--- src/rtl/hcg_pkg.sv ---
// Shared widths and types for the shared HDLC channel enable generator.
// Assumes a 32-slot frame of 8-bit slots split into two halves of 16.
package hcg_pkg;
    localparam int CHAN_W = 4;
    localparam int BIT_W  = 3;
    localparam int SLOT_W = CHAN_W + 1;
    localparam int NDIR   = 2;   // 0: transmit, 1: receive

    typedef struct packed {
        logic              half;
        logic [CHAN_W-1:0] chan;
    } sel_t;
endpackage

--- src/rtl/hcg_chan_sel.sv ---
// Double-buffered channel selection. A write fills the pending register;
// at a frame boundary the pending value becomes active. The outputs give
// the selection in force this cycle, including on the boundary cycle.
// Assumes release_i is only raised by the owner of this selection.
module hcg_chan_sel
    import hcg_pkg::*;
(
    input  logic clk,
    input  logic rst_n,
    input  logic frame_go,
    input  logic wr_en,
    input  sel_t wr_sel,
    input  logic release_i,
    output logic act_eff,
    output sel_t sel_eff,
    output logic start,
    output logic pend_empty,
    output logic act_q
);
    sel_t pend_q;
    sel_t cur_q;
    logic pv_q;

    assign start      = frame_go & pv_q;
    assign act_eff    = act_q | start;
    assign sel_eff    = start ? pend_q : cur_q;
    assign pend_empty = ~pv_q;

    // Pending register: loaded by a write, emptied by a transfer.
    always_ff @(posedge clk) begin
        if (!rst_n) begin
            pv_q   <= 1'b0;
            pend_q <= '0;
        end else if (wr_en) begin
            pv_q   <= 1'b1;
            pend_q <= wr_sel;
        end else if (start) begin
            pv_q   <= 1'b0;
        end
    end

    // Active selection: taken at a boundary, dropped on release.
    always_ff @(posedge clk) begin
        if (!rst_n) begin
            act_q <= 1'b0;
            cur_q <= '0;
        end else if (start) begin
            act_q <= 1'b1;
            cur_q <= pend_q;
        end else if (release_i) begin
            act_q <= 1'b0;
        end
    end

    p_take_r4: assert property (@(posedge clk) disable iff (!rst_n)
        start |=> (act_q && cur_q == $past(pend_q)));
    p_hold_r4: assert property (@(posedge clk) disable iff (!rst_n)
        !start |=> $stable(cur_q));
endmodule

--- src/rtl/hcg_bit_window.sv ---
// Bit window decode: high on valid bits of the selected slot whose
// index lies within the first nbits_m1+1 bits (bit 0 first).
// Assumes slot_idx and bit_idx are stable while bit_en is high.
module hcg_bit_window
    import hcg_pkg::*;
(
    input  logic              act,
    input  sel_t              sel,
    input  logic              bit_en,
    input  logic [SLOT_W-1:0] slot_idx,
    input  logic [BIT_W-1:0]  bit_idx,
    input  logic [BIT_W-1:0]  nbits_m1,
    output logic              cen
);
    logic slot_hit;
    logic bit_hit;

    // Compare the stream position against the selection.
    always_comb begin
        slot_hit = (slot_idx == {sel.half, sel.chan});
        bit_hit  = (bit_idx <= nbits_m1);
        cen      = act & bit_en & slot_hit & bit_hit;
    end
endmodule

--- src/rtl/hcg_rx_watchdog.sv ---
// Receive timeout: counts enabled receive bits since the last flag or
// activation and releases the selection on the TMO_BITS-th such bit.
// Assumes bit_on is the receive enable itself.
module hcg_rx_watchdog #(
    parameter int TMO_BITS = 15
) (
    input  logic clk,
    input  logic rst_n,
    input  logic restart,
    input  logic flag,
    input  logic bit_on,
    output logic release_o
);
    localparam int CNT_W = $clog2(TMO_BITS + 1);
    localparam logic [CNT_W-1:0] LAST = CNT_W'(TMO_BITS - 1);

    logic [CNT_W-1:0] cnt_q;

    assign release_o = bit_on & ~flag & ~restart & (cnt_q == LAST);

    // Bit counter cleared by flag, restart or release.
    always_ff @(posedge clk) begin
        if (!rst_n)
            cnt_q <= '0;
        else if (restart | flag | release_o)
            cnt_q <= '0;
        else if (bit_on)
            cnt_q <= cnt_q + 1'b1;
    end

    p_cnt_bound_r9: assert property (@(posedge clk) disable iff (!rst_n)
        cnt_q < CNT_W'(TMO_BITS));
    p_flag_clear_r10: assert property (@(posedge clk) disable iff (!rst_n)
        flag |=> (cnt_q == '0));
    p_restart_clear_r11: assert property (@(posedge clk) disable iff (!rst_n)
        restart |=> (cnt_q == '0));
endmodule

--- src/rtl/shared_hdlc_cen.sv ---
// Top: transmit and receive clock-enable generator for one HDLC
// controller shared across 16 channels of a 32-slot stream. The two
// directions share selection and window logic built by generate;
// only the receive side has the flag timeout. Assumes frm_p marks slot 0
// bit 0 and is honoured only when bit_en is high.
module shared_hdlc_cen
    import hcg_pkg::*;
#(
    parameter int TMO_BITS = 15
) (
    input  logic              clk,
    input  logic              rst_n,
    input  logic              frm_p,
    input  logic              bit_en,
    input  logic [SLOT_W-1:0] slot_idx,
    input  logic [BIT_W-1:0]  bit_idx,
    input  logic [BIT_W-1:0]  bits_m1,
    input  logic              ntx_wr,
    input  logic [CHAN_W-1:0] ntx_chan,
    input  logic              ntx_half,
    input  logic              rx_wr,
    input  logic [CHAN_W-1:0] rx_chan,
    input  logic              rx_half,
    input  logic              flag_seen,
    input  logic              sw_flag,
    output logic              tx_cen,
    output logic              rx_cen,
    output logic              ntx_ready,
    output logic              tx_busy,
    output logic              rx_busy
);
    logic             fb;
    logic [BIT_W-1:0] rate_q;
    logic [BIT_W-1:0] rate_eff;
    logic             rx_rel;

    logic wr_v   [NDIR];
    sel_t wsel_v [NDIR];
    logic rel_v  [NDIR];
    logic acte_v [NDIR];
    sel_t sele_v [NDIR];
    logic strt_v [NDIR];
    logic empt_v [NDIR];
    logic actq_v [NDIR];
    logic cen_v  [NDIR];

    assign fb        = frm_p & bit_en;
    assign rate_eff  = fb ? bits_m1 : rate_q;
    assign ntx_ready = empt_v[0];

    // Per-direction write, selection and release wiring.
    always_comb begin
        wr_v[0]   = ntx_wr & empt_v[0];
        wsel_v[0] = '{half: ntx_half, chan: ntx_chan};
        rel_v[0]  = 1'b0;
        wr_v[1]   = rx_wr;
        wsel_v[1] = '{half: rx_half, chan: rx_chan};
        rel_v[1]  = rx_rel;
    end

    // Bits-per-frame setting captured at each frame boundary.
    always_ff @(posedge clk) begin
        if (!rst_n)
            rate_q <= '0;
        else if (fb)
            rate_q <= bits_m1;
    end

    for (genvar d = 0; d < NDIR; d++) begin : g_dir
        hcg_chan_sel i_sel (
            .clk        (clk),
            .rst_n      (rst_n),
            .frame_go   (fb),
            .wr_en      (wr_v[d]),
            .wr_sel     (wsel_v[d]),
            .release_i  (rel_v[d]),
            .act_eff    (acte_v[d]),
            .sel_eff    (sele_v[d]),
            .start      (strt_v[d]),
            .pend_empty (empt_v[d]),
            .act_q      (actq_v[d])
        );
        hcg_bit_window i_win (
            .act      (acte_v[d]),
            .sel      (sele_v[d]),
            .bit_en   (bit_en),
            .slot_idx (slot_idx),
            .bit_idx  (bit_idx),
            .nbits_m1 (rate_eff),
            .cen      (cen_v[d])
        );
    end

    hcg_rx_watchdog #(.TMO_BITS(TMO_BITS)) i_wdog (
        .clk       (clk),
        .rst_n     (rst_n),
        .restart   (strt_v[1]),
        .flag      (flag_seen | sw_flag),
        .bit_on    (cen_v[1]),
        .release_o (rx_rel)
    );

    assign tx_cen  = cen_v[0];
    assign rx_cen  = cen_v[1];
    assign tx_busy = actq_v[0];
    assign rx_busy = actq_v[1];

    p_ready_drop_r2: assert property (@(posedge clk) disable iff (!rst_n)
        (ntx_wr && ntx_ready) |=> !ntx_ready);
    p_busy_at_frame_r4: assert property (@(posedge clk) disable iff (!rst_n)
        $rose(tx_busy) |-> $past(frm_p && bit_en));
    p_cen_on_bit_r5: assert property (@(posedge clk) disable iff (!rst_n)
        (tx_cen || rx_cen) |-> bit_en);
    p_rate_hold_r7: assert property (@(posedge clk) disable iff (!rst_n)
        !(frm_p && bit_en) |=> $stable(rate_q));
    p_rx_drop_r9: assert property (@(posedge clk) disable iff (!rst_n)
        $fell(rx_busy) |-> $past(rx_cen));
endmodule

--- config.mk ---
export PLATFORM = sky130hd
export DESIGN_NAME = shared_hdlc_cen
export DESIGN_NICKNAME = d
export VERILOG_FILES = /design/src/rtl/hcg_pkg.sv /design/src/rtl/hcg_chan_sel.sv /design/src/rtl/hcg_bit_window.sv /design/src/rtl/hcg_rx_watchdog.sv /design/src/rtl/shared_hdlc_cen.sv
export SDC_FILE = /design/constraint.sdc
export NUM_CORES = 1
export LEC_CHECK = 0
export BUFFER_PORTS_ARGS = -buffer_cell sky130_fd_sc_hd__buf_4
export CELL_PAD_IN_SITES_DETAIL_PLACEMENT = 1
export CELL_PAD_IN_SITES_GLOBAL_PLACEMENT = 1
export CORE_MARGIN = 2
export CORE_UTILIZATION = 40
export DETAILED_ROUTE_END_ITERATION = 8
export GPL_ROUTABILITY_DRIVEN = 0
export PLACE_DENSITY_LB_ADDON = 0.25
export REMOVE_ABC_BUFFERS = 1
export SETUP_SLACK_MARGIN = 0.05
export SKIP_CTS_REPAIR_TIMING = 1
export SYNTH_ARGS = -nofsm -noshare
export SYNTH_HDL_FRONTEND = slang
export SYNTH_SLANG_ARGS = --single-unit
--- constraint.sdc ---
create_clock -name clk -period 3.62 [get_ports clk]
set_input_delay 0.362 -clock clk [delete_from_list [all_inputs] [get_ports clk]]
set_output_delay 0.362 -clock clk [all_outputs]
set_load 0.02 [all_outputs]
-- Yosys cells after proc, flatten, opt, wreduce, memory -nomap -nowiden
Cells that the tools add are included.
Widths: inputs -> output; s select.
- eq/ne operators: 3
- shift-type cells: 0
- bitwise logic cells: 22
- div/mod/pow operators: 0
- $add $sub $neg: 1
- muxes and demuxes: 9
- magnitude comparators: 1
- reductions and logical operators: 4
- $mul: 0
- operators with widths (cell ; count):
    $and 1x1->1 ; 13
    $eq 5x5->1 ; 2
    $mux 5 ; 2
    $mux 1 ; 6
    $reduce_bool 2->1 ; 3
    $or 1x1->1 ; 5
    $add 4x1->4 const B ; 1
    $eq 4x4->1 const B ; 1
    $not 1->1 ; 4
    $le 3x3->1 ; 1
    $mux 3 ; 1
    $reduce_or 2->1 ; 1
- logic and storage cells: 54
- bits in latches: 0
- input bits: 29
- output and inout bits: 5
- register bits after elaboration: 31
- RAM bits: 0
- bits in read-only memories: 0
- memories: 0

-- Longest topological paths before layout
Gate-level depths: netlist of the first run.
- depth after elaboration: 11
- depth in mapped cells: 11
- gate-level depth less buffers: 9

-- By module
From an unflattened synthesis of the first run, not the netlist that was laid out.
- cell total of the unflattened synthesis: 198
- area total of the unflattened synthesis: 1831.8 um^2
- modules (own cells, without submodules) (module ; seq. area each (um^2) ; times used ; area an instance (um^2) ; cells an instance):
    hcg_chan_sel ; 240.2 ; 2 ; 578.1 ; 55
    hcg_bit_window ; 0.0 ; 2 ; 137.6 ; 20
    hcg_rx_watchdog ; 80.1 ; 1 ; 224.0 ; 28
    shared_hdlc_cen ; 60.1 ; 1 ; 176.4 ; 20

-- Least setup slack after synthesis of the first run
Ideal clock, no wire load.
- path type: input-to-output
- start: input bit_en
- end: output rx_cen
- required time: 3.258 ns
- path slack: 0.788 ns
- arrival time: 2.470 ns
- buffers on the path: 2
- cell stages on the path: 10
- cell sequence: buf_2 -> nand2_1 -> mux2i_1 -> ha_1 -> nor2b_1 -> nor3_1 -> o221ai_1 -> or3_1 -> buf_2 -> nor2_1
- cells in the longest elaborated chain, start to end: 6
- elaborated cells on any way between the ends: 10
- classes of those cells: 1 x order compare; 1 x eq/ne; 2 x mux; 6 x bitwise
- ends and longest elaborated chain (item ; line ; source):
    from (decl) ; shared_hdlc_cen.sv:14 ; input logic bit_en,
    $and 1x1->1 ; shared_hdlc_cen.sv:47 ; assign fb = frm_p & bit_en;
    $and 1x1->1 ; hcg_chan_sel.sv:24 ; assign start = frame_go & pv_q;
    $mux 5 / $or 1x1->1 (equally long branches) ; n/a ;
    $eq 5x5->1 / $and 1x1->1 (equally long branches) ; hcg_bit_window.sv:20, hcg_bit_window.sv:22 ;
    $and 1x1->1 ; hcg_bit_window.sv:22 ; cen = act & bit_en & slot_hit & bit_hit;
    $and 1x1->1 (*) ; hcg_bit_window.sv:22 ;
    to (decl) ; shared_hdlc_cen.sv:27 ; output logic rx_cen,
Every way passes the cells marked *; elsewhere a longest branch is shown, timed or not.

-- Worst setup path in the final report of the first run
Ends and elaborated chain as after synthesis.

==> summary.txt, run 1 <==
static leakage - 0.000805 uW
post-synth top area share - 0.419
peak supply drop - 0.185 mV
RSZ-0062 raised after global routing - false
commonest non-fill, non-tap cell in the layout - buf_4
Detailed Route WL - 3.47 mm
CTS root buf - clkbuf_8
DIE AREA - 0.00420 mm2
global-route usage over all layers - 0.189
crit end category - output port
arrival time worst endpoint - 2.84 ns
Crit Path Class - primary input to output port
IO Pins - 34
Min Clock Period, post-route - 3.20 ns
CTS clk-pin slew, worst paths - 0.06 ns
Net Sw Frac - 0.237
Setup violations, final - 0
Final Max Slew Viols - 0
Synth Warn # - 0
initial antenna violation count - 0
Top Layer Used - met4
layout cells sized above 1 - 0.226
row count - 22
Die Wd - 64.8 um
Clock Skew - 0.00952 ns
Worst Hold Class - primary input to flop
vias in the first global route - 1325
Final Cycle Share - 0.885
pin count of the biggest net entering global routing - 30
total negative slack - 0 ns
Slew @ Worst Pin - 0.531 ns
reg2reg setup slack - 1.00 ns
Clock power frac - 0.395
H-tree depth - 2
Nets - 219
Syn Inst Count - 152
WP data required - 3.26 ns
DR WL met2 - 1.77 mm
Initial Utilization - 0.410
commonest cells after routing, fill and taps aside - buf_4 (33), dfxtp_1 (31), nor2b_1 (24), mux2i_1 (22)
Hold Slack - 0.332 ns
final antenna-violating net count - 0
FF+latch count, synth - 31
dominant cell type by area after synthesis - dfxtp_1
metal3 WL - 173 um
Worst Setup Start Kind - primary input
sequential share of the synthesized area - 0.419
Clock Path Buffers - 2
Relative slew margins - 0.645
Die Y - 64.8 um
# clock sinks - 31
combinational power share - 0.128
initial drt markers - 33
area delta synth->final - 25.6%
Core Footprint - 0.00361 mm2
clk_lat worst skew - 0.28 ns
Crit Path Max Fanout - 7
status - finished clean
TritonRoute pass-1 iters - 4
detailed placer's ending HPWL - 2.60 mm
first-pass GRT wire length - 6.06 mm
Reg power frac - 0.477
drt via density - 5.16
total global routing overflow - 0
Port Buffers - 33
fill count - 422
detailed-route DRC error count - 0
switching power - 180 uW
Synth area leaders - dfxtp_1 (42%), mux2i_1 (15%), nor2b_1 (10%), ha_1 (4.2%), xnor2_1 (4.1%)
DR WL/cell - 14.8 um
syn avg cell area - 9.74 um2
P_int - 578 uW
Met1 Routed Length - 1.45 mm
Via Count - 1208
pwr dens - 407 mW/mm2
Synth Cell Area - 0.00148 mm2
number of diodes - 0
Yosys cell types - 33
CTS Buf Count - 5
final hold vios - 0
CTS tree - done
Fmax achieved - 0.312 GHz
Maximum Capacitance Violations - 0
[sequential cells by signal, summed over array words and instances, names as in the netlist]
register            cells
g_dir.i_sel.pend_q     10
g_dir.i_sel.cur_q      10
g_dir.i_sel.pv_q        2
i_wdog.cnt_q            4
g_dir.i_sel.act_q       2
rate_q                  3
[cell usage after synthesis]
cell	instances
mux2i_1	22
o21a_1	1
a21boi_0	1
buf_2	2
nand3_4	1
nor2_1	6
inv_1	4
or4_1	3
o2111ai_1	1
and3_1	2
a21oi_1	5
nor4_1	2
nand3_1	5
o21ai_0	5
a22oi_1	1
nor3_1	2
xnor2_1	7
a31oi_1	1
nand2_1	3
clkbuf_1	5
o221ai_1	1
nor2b_1	24
and2b_1	1
mux2_2	1
o211ai_1	1
xor2_1	2
and2_1	1
o31ai_1	2
nand4_1	1
dfxtp_1	31
nor3b_1	1
ha_1	5
or3_1	2
[critical path: stages]
cell and delay (ns):
buf_4 0.14, nand2_1 0.22, mux2i_1 0.32, ha_1 0.29
nor2b_1 0.14, nor3_1 0.26, o221ai_1 0.17, or3_1 0.49
nor2_1 0.26, buf_4 0.19
[path summary, 6_finish.rpt]
path                            cells after the start                    start                       to
worst min register to register                      2  g_dir[1].i_sel.cur_q[3]  g_dir[1].i_sel.cur_q[3]
worst min-delay path                                3                   ntx_wr      g_dir[0].i_sel.pv_q
worst max register to register                      8                rate_q[1]          i_wdog.cnt_q[0]
worst max-delay path                               10                   bit_en                   rx_cen
[kinds of logic after synthesis]
logic type,count (synthesis),share of synthesized area
adders and majority gates,5,0.0423
and+or+nand+nor,54,0.219
buffers and inverters,11,0.0296
muxes,23,0.156
AOI/OAI and AO/OA,19,0.0803
DFF,31,0.419
xor gates and xnor gates,9,0.0533
[power groups by stage]
| stage | Sequential (uW) | Combinational, uW | Clock (uW) |
|---|---|---|---|
| after detailed placement | 369 | 96.2 | 0 |
| after CTS | 362 | 97.6 | 306 |
| after global routing | 363 | 107 | 324 |
| after floorplan | 368 | 48.3 | 0 |
| final | 362 | 96.8 | 299 |
| after global placement | 369 | 91.6 | 0 |
[through the flow]
step / instance area (um2) / worst slack, ns / utilization / cells / total power, uW
after floorplan: 1450 / 0.981 / - / 145 / 416
after global placement: 1760 / 0.726 / 0.488 / 226 / 460
after detailed placement: 1760 / 0.494 / 0.488 / 226 / 465
after CTS: 1860 / 0.455 / 0.516 / 234 / 765
after global routing: 1860 / 0.294 / 0.516 / 234 / 794
final: 1860 / 0.417 / 0.516 / 234 / 758
[per-layer routing]
metal | up-vias | track usage
li1 | 593 | -
met4 | 0 | 0.0851
met3 | 11 | 0.0451
met2 | 30 | 0.347
met1 | 574 | 0.203
met5 | - | 0
[cell type report]
cell class	count	area (um2)	share of cell area
clock buffers	8	100	0.0538
multi-input cells	110	816	0.439
inverters	4	15.0	0.00808
repair buffers	33	248	0.133
flip-flops and latches	31	621	0.334
well taps	48	60.1	0.0323
Note: power is estimated with default switching activity, not from simulation.
==> inputs of run 2 (changes only) <==
==> constraint.sdc (replaced) <==
create_clock -name clk -period 3.5 [get_ports clk]
set_input_delay 0.35 -clock clk [delete_from_list [all_inputs] [get_ports clk]]
set_output_delay 0.35 -clock clk [all_outputs]
set_load 0.02 [all_outputs]
==> run 2 against run 1 <==
Compared with the run above: die area did not move; worst hold slack got worse by 0.0076 ns; combinational power rose by 2.9%; wire length rose by 0.46%; critical path type unchanged; highest routed layer unchanged.
==> summary.txt, run 2 (synthesis gave the netlist of run 1 again) <==
H-tree depth - 2 (unchanged)
total negative slack - 0 ns (unchanged)
arrival time worst endpoint - 2.77 ns (was 2.84 ns)
Detailed Route WL - 3.48 mm (was 3.47 mm)
area delta synth->final - 24.3% (was 25.6%)
final antenna-violating net count - 0 (unchanged)
CTS tree - done (unchanged)
Worst Setup Start Kind - primary input (unchanged)
crit path cell chain - buf_4 > nand2_1 > mux2i_1 > ha_1 > nor2b_1 > nor3_1 > o221ai_1 > or3_1 > nor2_1 > buf_4 (unchanged)
Via Count - 1201 (was 1208)
status - finished clean (unchanged)
DR WL/cell - 14.9 um (was 14.8 um)
Final Util - 0.510 (was 0.516)
TritonRoute pass-1 iters - 4 (unchanged)
row count - 22 (unchanged)
DIE AREA - 0.00420 mm2 (unchanged)
crit end category - output port (unchanged)
Clock Path Buffers - 2 (unchanged)
static leakage - 0.000796 uW (was 0.000805 uW)
Worst Hold Class - primary input to flop (unchanged)
Min Clock Period, post-route - 3.12 ns
Final Max Slew Viols - 0 (unchanged)
IO Pins - 34 (unchanged)
global-route usage over all layers - 0.188 (was 0.189)
Setup violations, final - 0 (unchanged)
commonest cells after routing, fill and taps aside - buf_4 (33), dfxtp_1 (31), nor2b_1 (24), mux2i_1 (22), xnor2_1 (7) (was buf_4 (33), dfxtp_1 (31), nor2b_1 (24), mux2i_1 (22))
worst setup slack after layout - 0.383 ns (was 0.417 ns)
Nets - 219 (unchanged)
Relative slew margins - 0.627 (was 0.645)
Port Buffers - 33 (unchanged)
Crit Path Class - primary input to output port (unchanged)
commonest non-fill, non-tap cell in the layout - buf_4 (unchanged)
CP peak stage delay - 0.51 ns (was 0.49 ns)
setup slack at placement - 0.376 ns (was 0.494 ns)
total global routing overflow - 0 (unchanged)
Slew @ Worst Pin - 0.557 ns (was 0.531 ns)
final hold vios - 0 (unchanged)
Die Y - 64.8 um (unchanged)
RSZ-0062 raised after global routing - false (unchanged)
drt via density - 5.13 (was 5.16)
biggest regs - g_dir.i_sel.cur_q (10), g_dir.i_sel.pend_q (10), i_wdog.cnt_q (4) (unchanged)
Crit Path Max Fanout - 7 (unchanged)
Fmax achieved - 0.321 GHz
Initial Utilization - 0.410 (unchanged)
number of diodes - 0 (unchanged)
initial drt markers - 50 (was 33)
most used cell, CP - buf_4 (unchanged)
layout cells sized above 1 - 0.220 (was 0.226)
# clock sinks - 31 (unchanged)
detailed-route DRC error count - 0 (unchanged)
CTS Buf Count - 5 (unchanged)
pin count of the biggest net entering global routing - 30 (unchanged)
WP data required - 3.15 ns (was 3.26 ns)
Core Footprint - 0.00361 mm2 (unchanged)
Die Wd - 64.8 um (unchanged)
peak supply drop - 0.203 mV (was 0.185 mV)
first-pass GRT wire length - 5.93 mm (was 6.06 mm)
Final Cycle Share - 0.891
detailed placer's ending HPWL - 2.69 mm (was 2.60 mm)
pwr dens - 403 mW/mm2 (was 407 mW/mm2)
clk_lat worst skew - 0.28 ns (about the same)
vias in the first global route - 1269 (was 1325)
Clock Skew - 0.00379 ns (was 0.00952 ns)
Maximum Capacitance Violations - 0 (unchanged)
Critical Path Slowest Stage Cell - or3_1 (unchanged)
CTS root buf - clkbuf_8 (unchanged)
CTS clk-pin slew, worst paths - 0.06 ns (about the same)
initial antenna violation count - 0 (unchanged)
-- run 2: changes by cell type in the layout (fill, tap and decap cells not counted), sizes merged --
cell / before / now
clkinv: 0 / 1
clkbuf: 8 / 7
-- run 2: power breakdown --
part	internal [uW]	total [uW]	leakage [uW]	switching, uW
Combinational	52.9	99.6	0.000501	46.7
Clock	139	269	0.0000422	129
Sequential	366	374	0.000253	8.22
-- run 2: layout make-up --
class / count / area [um2]
timing repair buffer: 33 / 248
tap: 48 / 60.1
inverter: 4 / 15.0
clock inverter: 1 / 5.00
multi-input combinational: 110 / 816
fill: 429 / 1770
sequential: 31 / 621
clock buffer: 7 / 76.3
-- run 2: per-stage QoR --
step                      instance area, um2  hold slack (ns)  cells  power, uW
after CTS                               1840            0.314    234        751
final                                   1840            0.324    234        742
after global placement                  1760            0.461    226        476
after global routing                    1840            0.318    234        777
after detailed placement                1760            0.483    226        482
after floorplan                         1450            0.447    145        430
-- run 2: metal layers --
metal	track usage	vias to the layer above	part of all wire
met5	0	-	0
met2	0.340	26	0.53
met1	0.202	575	0.42
met3	0.0573	6	0.043
li1	-	594	-
met4	0.0718	0	0.016
-- run 2: path summary, 6_finish.rpt --
kind,from,endpoint,slack (ns),cells after the start
max,frm_p,rx_cen,0.38,10
min,ntx_wr,g_dir[0].i_sel.pv_q,0.32,3
max reg2reg,rate_q[1],i_wdog.cnt_q[0],0.94,8
min reg2reg,i_wdog.cnt_q[3],i_wdog.cnt_q[3],0.50,2
-- run 2: worst max-delay path, delay by kind of cell --
kind,cells,cell delay (ns)
AND/OR/NAND/NOR,5,1.34
buffers and inverters,2,0.33
multiplexers,1,0.30
adder cells (fa/ha/maj),1,0.29
AO/OA/AOI/OAI,1,0.14
